==> config.mk <==
export PLATFORM = sky130hd
export DESIGN_NAME = exec_mode_ctrl
export DESIGN_NICKNAME = d
export VERILOG_FILES = /design/src/rtl/exec_mode_pkg.sv /design/src/rtl/mode_fsm.sv /design/src/rtl/mode_outputs.sv /design/src/rtl/exec_mode_ctrl.sv
export SDC_FILE = /design/constraint.sdc
export NUM_CORES = 1
export LEC_CHECK = 0
export BUFFER_PORTS_ARGS = -buffer_cell sky130_fd_sc_hd__buf_2
export CAP_MARGIN = 25
export CORE_AREA = 5 5 42 44
export DETAILED_ROUTE_END_ITERATION = 16
export DIE_AREA = 0 0 47 49
export GPL_TIMING_DRIVEN = 0
export HOLD_SLACK_MARGIN = 0.15
export PLACE_DENSITY_LB_ADDON = 0.08
export RECOVER_POWER = 25
export SYNTH_ARGS = -nofsm -noshare
export SYNTH_HDL_FRONTEND = slang
export SYNTH_SLANG_ARGS = --single-unit
==> constraint.sdc <==
create_clock -name clk -period 1.4 [get_ports clk]
set_input_delay 0.21 -clock clk [delete_from_list [all_inputs] [get_ports clk]]
set_output_delay 0.21 -clock clk [all_outputs]
set_load 0.005 [all_outputs]
==> src/rtl/exec_mode_pkg.sv <==
package exec_mode_pkg;
    typedef enum logic [1:0] {
        MODE_SLAVE  = 2'd0,
        MODE_MASTER = 2'd1,
        MODE_ABS    = 2'd2
    } xmode_e;
endpackage

==> src/rtl/mode_fsm.sv <==
module mode_fsm
    import exec_mode_pkg::*;
(
    input  logic   clk,
    input  logic   rst_n,
    input  logic   event_i,
    input  logic   leave_req_i,
    input  logic   tgt_master_i,
    output xmode_e mode_q
);
    xmode_e mode_d;

    always_comb begin
        mode_d = mode_q;
        if (event_i) begin
            mode_d = MODE_ABS;                 // take_event
        end else begin
            unique case (mode_q)
                MODE_ABS: begin
                    if (leave_req_i)            // leave_abs
                        mode_d = tgt_master_i ? MODE_MASTER : MODE_SLAVE;
                end
                MODE_MASTER, MODE_SLAVE: mode_d = mode_q;  // hold
                default: mode_d = MODE_ABS;
            endcase
        end
    end

    always_ff @(posedge clk) begin
        if (!rst_n) mode_q <= MODE_ABS;
        else        mode_q <= mode_d;
    end

    assert_event_to_abs_R2: assert property (@(posedge clk) disable iff (!rst_n)
        event_i |=> mode_q == MODE_ABS);

    assert_leave_abs_R3: assert property (@(posedge clk) disable iff (!rst_n)
        (mode_q == MODE_ABS && leave_req_i && !event_i)
        |=> mode_q == ($past(tgt_master_i) ? MODE_MASTER : MODE_SLAVE));

    assert_appended_hold_R5: assert property (@(posedge clk) disable iff (!rst_n)
        (mode_q != MODE_ABS && !event_i) |=> $stable(mode_q));
endmodule

==> src/rtl/mode_outputs.sv <==
module mode_outputs
    import exec_mode_pkg::*;
#(
    parameter int ABS_BITS = 18,
    parameter int APP_BITS = 24,
    parameter int BITS_W   = 5
) (
    input  logic              clk,
    input  logic              rst_n,
    input  xmode_e            mode_i,
    input  logic              instr_valid_i,
    input  logic              priv_op_i,
    input  logic              inhibit_bit_i,
    output logic              illegal_q,
    output logic              inhibit_o,
    output logic [BITS_W-1:0] addr_bits_o,
    output logic              privileged_o
);
    logic slave_viol;

    always_comb begin
        privileged_o = 1'b1;
        addr_bits_o  = BITS_W'(APP_BITS);
        unique case (mode_i)
            MODE_SLAVE:  privileged_o = 1'b0;
            MODE_MASTER: privileged_o = 1'b1;
            MODE_ABS:    addr_bits_o  = BITS_W'(ABS_BITS);
            default:     addr_bits_o  = BITS_W'(ABS_BITS);
        endcase
        inhibit_o  = privileged_o & instr_valid_i & inhibit_bit_i;
        slave_viol = !privileged_o & instr_valid_i & priv_op_i;
    end

    always_ff @(posedge clk) begin
        if (!rst_n) illegal_q <= 1'b0;
        else        illegal_q <= slave_viol;
    end

    assert_strobe_cause_R6: assert property (@(posedge clk) disable iff (!rst_n)
        illegal_q |-> $past(mode_i == MODE_SLAVE && instr_valid_i && priv_op_i));

    assert_no_priv_fault_R7: assert property (@(posedge clk) disable iff (!rst_n)
        (mode_i != MODE_SLAVE) |=> !illegal_q);

    assert_slave_mask_R8: assert property (@(posedge clk) disable iff (!rst_n)
        (mode_i == MODE_SLAVE) |-> !inhibit_o);
endmodule

==> src/rtl/exec_mode_ctrl.sv <==
module exec_mode_ctrl
    import exec_mode_pkg::*;
#(
    parameter int ABS_BITS = 18,
    parameter int APP_BITS = 24,
    localparam int BITS_W  = $clog2(APP_BITS + 1)
) (
    input  logic              clk,
    input  logic              rst_n,
    input  logic              instr_valid_i,
    input  logic              priv_op_i,
    input  logic              inhibit_bit_i,
    input  logic              transfer_i,
    input  logic              via_append_i,
    input  logic              tgt_master_i,
    input  logic              fault_i,
    input  logic              intr_i,
    output logic [1:0]        mode_o,
    output logic              illegal_proc_o,
    output logic              intr_inhibit_o,
    output logic [BITS_W-1:0] addr_bits_o,
    output logic              privileged_o
);
    xmode_e mode_q;
    logic   any_event;
    logic   leave_req;

    assign any_event = fault_i | intr_i;
    assign leave_req = instr_valid_i & transfer_i & via_append_i;

    mode_fsm u_fsm (
        .clk          (clk),
        .rst_n        (rst_n),
        .event_i      (any_event),
        .leave_req_i  (leave_req),
        .tgt_master_i (tgt_master_i),
        .mode_q       (mode_q)
    );

    mode_outputs #(
        .ABS_BITS (ABS_BITS),
        .APP_BITS (APP_BITS),
        .BITS_W   (BITS_W)
    ) u_out (
        .clk           (clk),
        .rst_n         (rst_n),
        .mode_i        (mode_q),
        .instr_valid_i (instr_valid_i),
        .priv_op_i     (priv_op_i),
        .inhibit_bit_i (inhibit_bit_i),
        .illegal_q     (illegal_proc_o),
        .inhibit_o     (intr_inhibit_o),
        .addr_bits_o   (addr_bits_o),
        .privileged_o  (privileged_o)
    );

    assign mode_o = mode_q;

    assert_width_R9: assert property (@(posedge clk) disable iff (!rst_n)
        addr_bits_o == ((mode_o == 2'd2) ? BITS_W'(ABS_BITS) : BITS_W'(APP_BITS)));

    assert_event_wins_R10: assert property (@(posedge clk) disable iff (!rst_n)
        (any_event && leave_req) |=> mode_o == 2'd2);
endmodule

## Word-level counts from Yosys, hierarchy flattened

Cells that the tools add are included.

- Register bits: 3
- Latch bits: 0
- Bits in writable memories: 0
- ROM bits: 0
- Input bits: 10
- Output and inout port bits: 10
- Logic and storage cells: 23
- Memories kept: 0

- Add/sub/neg operators: 0
- Multipliers: 0
- Divide/modulo/power cells: 0
- Magnitude comparators: 0
- Equal/unequal tests: 3
- Shift-type cells: 0
- Multiplexer cells: 5
- Bitwise logic cells: 9
- Reductions and logical operators: 4

Operators with widths:

| kind | number |
|---|---|
| $and A1 B1 Y1 | 6 |
| $mux W4 | 1 |
| $pmux W2 S2 | 1 |
| $reduce_or A2 Y1 | 2 |
| $eq A2 B1 Y1 const B | 1 |
| $eq A2 B2 Y1 const B | 1 |
| $logic_not A2 Y1 | 1 |
| $mux W1 | 2 |
| $mux W2 | 1 |
| $ne A2 B2 Y1 const B | 1 |
| $not A1 Y1 | 2 |
| $reduce_and A2 Y1 | 1 |
| $or A1 B1 Y1 | 1 |

## Depth between registers and ports, before layout

- Word-level depth: 4
- Depth in mapped cells: 3

## By module

From an unflattened synthesis, not the netlist that was laid out.

- Cells, all modules: 23
- Area, all modules: 177.7 µm²

By module, submodules not included:

| module | instances | cells each | area each (µm²) | seq. area each (µm²) |
|---|---|---|---|---|
| mode_fsm | 1 | 9 | 83.8 | 40.0 |
| mode_outputs | 1 | 12 | 81.3 | 20.0 |
| exec_mode_ctrl | 1 | 2 | 12.5 | 0.0 |

## Worst setup path before layout

No wires, ideal clock.

- Path type: flip-flop to output port
- Start point: reg u_fsm.mode_q[1]
- End point: out intr_inhibit_o
- Data arrival time: 0.782 ns
- Data required time: 1.190 ns
- Slack: 0.408 ns
- Stages on the path, launching flop included: 3
- Path buffers: 0
- Cell sequence: dfxtp_1 -> or2_4 -> and3_1

- Longest elaborated chain between the ends: 4

RTL lines:

| element | RTL line | RTL |
|---|---|---|
| start, declared | mode_fsm.sv:9 | `output xmode_e mode_q` |
| start signal, assigned | mode_fsm.sv:31 | `else mode_q <= mode_d;` |
| $logic_not A2 Y1 | mode_outputs.sv:24 | `unique case (mode_i)` |
| $mux W1 | mode_outputs.sv:24 |  |
| named net privileged_o | exec_mode_ctrl.sv:22 | `output logic privileged_o` |
| $and A1 B1 Y1 (2 in a row) | mode_outputs.sv:30 | `inhibit_o = privileged_o & instr_valid_i & inhibit_bit_i;` |
| end, declared | exec_mode_ctrl.sv:20 | `output logic intr_inhibit_o,` |

The timed path passes the listed nets, and every way through them passes these cells.

## Final worst setup path

- Start point: reg u_fsm.mode_q[1]
- End point: out intr_inhibit_o

- Longest elaborated chain between the ends: 4

RTL lines:

| element | RTL line |
|---|---|
| $logic_not A2 Y1 | mode_outputs.sv:24 |
| $mux W1 | mode_outputs.sv:24 |
| $and A1 B1 Y1 (2 in a row) | mode_outputs.sv:30 |

Every way passes these cells.

==> summary.md <==
| Metric | Value |
|---|---|
| Via/cell ratio | `3.379` |
| Final-report setup violation count | `0` |
| Number of enable flip-flop cells after synthesis | `0` |
| Final hold violation count | `0` |
| Type of the worst setup path | `reg -> out` |
| Remaining design rule violation count | `0` |
| Top flip-flop cell by instance count after synthesis | `sky130_fd_sc_hd__dfxtp_1` |
| Post-CTS Hold Buffers | `0` |
| Initial DRT Pass Iterations | `2` |
| CTS Buffer Depth | `2` |
| Floorplan die area | `2303 um2` |
| TritonCTS clock tree | `yes` |
| Fraction of layout instances using a drive strength above 1 | `0.5476` |
| Outcome | `finished clean` |
| Post-Synthesis Cell Area | `between 150 and 200 um2` |
| Reg2Reg Depth | `3` |
| Final design instance area without fill | `between 200 and 300 um2` |
| Clock edge transition at the registers on the reported setup and hold paths | `0.03 ns` |
| TritonCTS buffer count | `3` |
| Pins Over Slew Limit | `0` |
| Proportion of synthesized chip area in sequential cells | `0.3404` |
| Number of DRC violations after detailed-routing iteration 0 | `2` |
| Maximum resistive drop on vdd | `about 0.31 mV` |
| Area of the core | `around 1400 um2` |
| Warnings from Yosys | `0` |
| Pleak | `between 0.15 and 0.2 nW` |
| Global-route usage over all layers | `0.05282` |
| Final cycle utilization of the critical path | `0.9541` |
| Quantity of I/O buffers inserted on ports | `16` |
| Shortest clock period the worst path allows after layout | `around 1.3 ns` |
| Max-capacitance violation count | `0` |
| Final worst hold slack | `0.1808 ns` |
| Clock Tree Root | `sky130_fd_sc_hd__clkbuf_4` |
| CTS H-tree depth | `1` |
| Final weighted congestion in routability-driven placement | `around 0.7` |
| Clock latency of the later-clocked register in the worst-skew pair | `~0.23 ns` |
| Gr ovfl total | `0` |
| Starting density of the core | `0.1259` |
| Register-to-Register Setup Slack | `0.49 ns` |
| Synth-to-Final Area Change | `65.25%` |
| End of the worst register-to-register path | `u_fsm.mode_q[0]` |
| Diodes inserted | `0` |
| Die extent in y | `between 40 and 50 um` |
| Number of buffers added for setup after CTS | `0` |
| Maximum fanout count along the critical path | `6` |
| Library cells used by synthesis | `12` |
| Largest net degree at the start of global routing | `7` |
| Initial antenna violation count | `0` |
| Chip width | `about 47 um` |
| Post-detailed-route wirelength per cell | `slightly above 9 um` |
| Total number of vias | `around 200` |
| Routed Wire Length | `538 um` |
| Top-area cell type share of the netlist area | `0.3404` |
| Site row count | `14` |
| Capturing element type of the critical path | `output port` |
| Accumulated negative setup slack | `0 ns` |
| Cells after synthesis | `21` |
| Post-Syn Area per Cell | `roughly 8.4 um2` |
| Post-CTS resize count | `0` |
| Number of placed I/O pins | `20` |
| RSZ-0062 raised after global routing | `no` |
| Most frequent cells after synthesis | `sky130_fd_sc_hd__buf_4, sky130_fd_sc_hd__dfxtp_1` |
| Min-Delay Endpoint | `u_fsm.mode_q[1]` |
| DP Area | `280.3 um2` |
| Final net count | `53` |
| Post-synth ARST share | `0` |
| Required time worst endpoint | `between 1 and 1.5 ns` |
| Number of sinks handled by clock tree synthesis | `3` |
| Cell type with the largest total area after synthesis | `sky130_fd_sc_hd__dfxtp_1` |
| Reg-to-reg startpoint | `u_fsm.mode_q[0]` |
| Crit path DAT | `roughly 1.1 ns` |
| Antenna-violating nets left | `0` |
| Fmax | `748.6 MHz` |
| Hold Crit Class | `in -> reg` |
| Top post-synthesis cells by area | `sky130_fd_sc_hd__dfxtp_1, sky130_fd_sc_hd__nand4b_4, sky130_fd_sc_hd__buf_4` |
| Wire length of the first global-routing pass | `848 um` |
| Number of flip-flops and latches in the synthesized netlist | `3` |
| Via count of the first global-routing pass | `approximately 200` |
| CP startpoint kind | `flop` |
| Hold path cells | `2` |
| Areal power density over the cells | `914.0 nW/um2` |
| Final worst clock skew | `approximately 0.0011 ns` |
| Startpoint of the lowest-slack hold path | `rst_n` |
[cells in the final DEF (no fill, tap or decap)]
cell / n
sky130_fd_sc_hd__buf_2: 16
sky130_fd_sc_hd__conb_1: 3
sky130_fd_sc_hd__o2bb2ai_1: 1
sky130_fd_sc_hd__nand2_1: 2
sky130_fd_sc_hd__buf_4: 3
sky130_fd_sc_hd__nor2_1: 2
sky130_fd_sc_hd__clkbuf_4: 3
sky130_fd_sc_hd__dfxtp_1: 3
sky130_fd_sc_hd__nand3_1: 2
sky130_fd_sc_hd__nand4b_1: 1
sky130_fd_sc_hd__and3_1: 2
sky130_fd_sc_hd__clkbuf_1: 2
sky130_fd_sc_hd__or2_4: 1
sky130_fd_sc_hd__inv_1: 1
[kinds of logic (layout without fill, tap and decap cells)]
logic type / after synthesis / after routing / share of synthesized area
AND/OR/NAND/NOR: 10 / 10 / 0.3972
buffers and inverters: 5 / 25 / 0.1702
AO/OA/AOI/OAI: 1 / 1 / 0.04965
other: 2 / 3 / 0.04257
flip-flops: 3 / 3 / 0.3404
[worst max path at each step]
stage / from / endpoint / slack, ns / cells after the start
finish: u_fsm.mode_q[1] / intr_inhibit_o / 0.06 / 3
global route: u_fsm.mode_q[1] / intr_inhibit_o / 0.01 / 3
CTS: u_fsm.mode_q[1] / intr_inhibit_o / 0.05 / 3
detailed placement: u_fsm.mode_q[1] / intr_inhibit_o / 0.30 / 3
global placement: u_fsm.mode_q[1] / intr_inhibit_o / 0.31 / 3
floorplan: u_fsm.mode_q[1] / intr_inhibit_o / 0.41 / 2
[critical path: stages, from the launching register on]
cell	delay (ns)
sky130_fd_sc_hd__dfxtp_1	0.34
sky130_fd_sc_hd__or2_4	0.27
sky130_fd_sc_hd__and3_1	0.17
sky130_fd_sc_hd__buf_2	0.12
[final cells by class]
cell class,count,area [um2]
Tap cell,16,20.02
Multi-Input combinational cell,14,75.07
Timing Repair Buffer,16,80.08
Sequential cell,3,60.06
Buffer,4,26.28
Inverter,1,3.754
Fill cell,174,1110
Clock buffer,4,26.28
[per-stage QoR]
stage	setup WS [ns]	total power, mW	util	std cells
final	0.06420	0.2665	0.2080	58
after floorplan	0.4084	0.1045	-	22
after global placement	0.3054	0.1237	0.2000	54
after detailed placement	0.2960	0.1244	0.2000	54
after CTS	0.04527	0.2791	0.2188	58
after global routing	0.01263	0.2903	0.2080	58
[sequential cells by signal, summed over array words and instances, names as in the netlist]
signal,cells
u_fsm.mode_q,2
u_out.illegal_q,1
[power breakdown]
part           total, mW  internal (mW)  switching (mW)
clock              0.147          0.107          0.0405
combinational     0.0322         0.0197          0.0126
sequential        0.0872         0.0866        0.000645
[metal layers]
| metal | track usage | part of all wire |
|---|---|---|
| met3 | 0.05166 | 0.24 |
| met1 | 0.05934 | 0.38 |
| met2 | 0.07014 | 0.38 |
| met4 | 0.01382 | 0 |
| met5 | 0 | 0 |
Power figures use the tool's default switching activity.
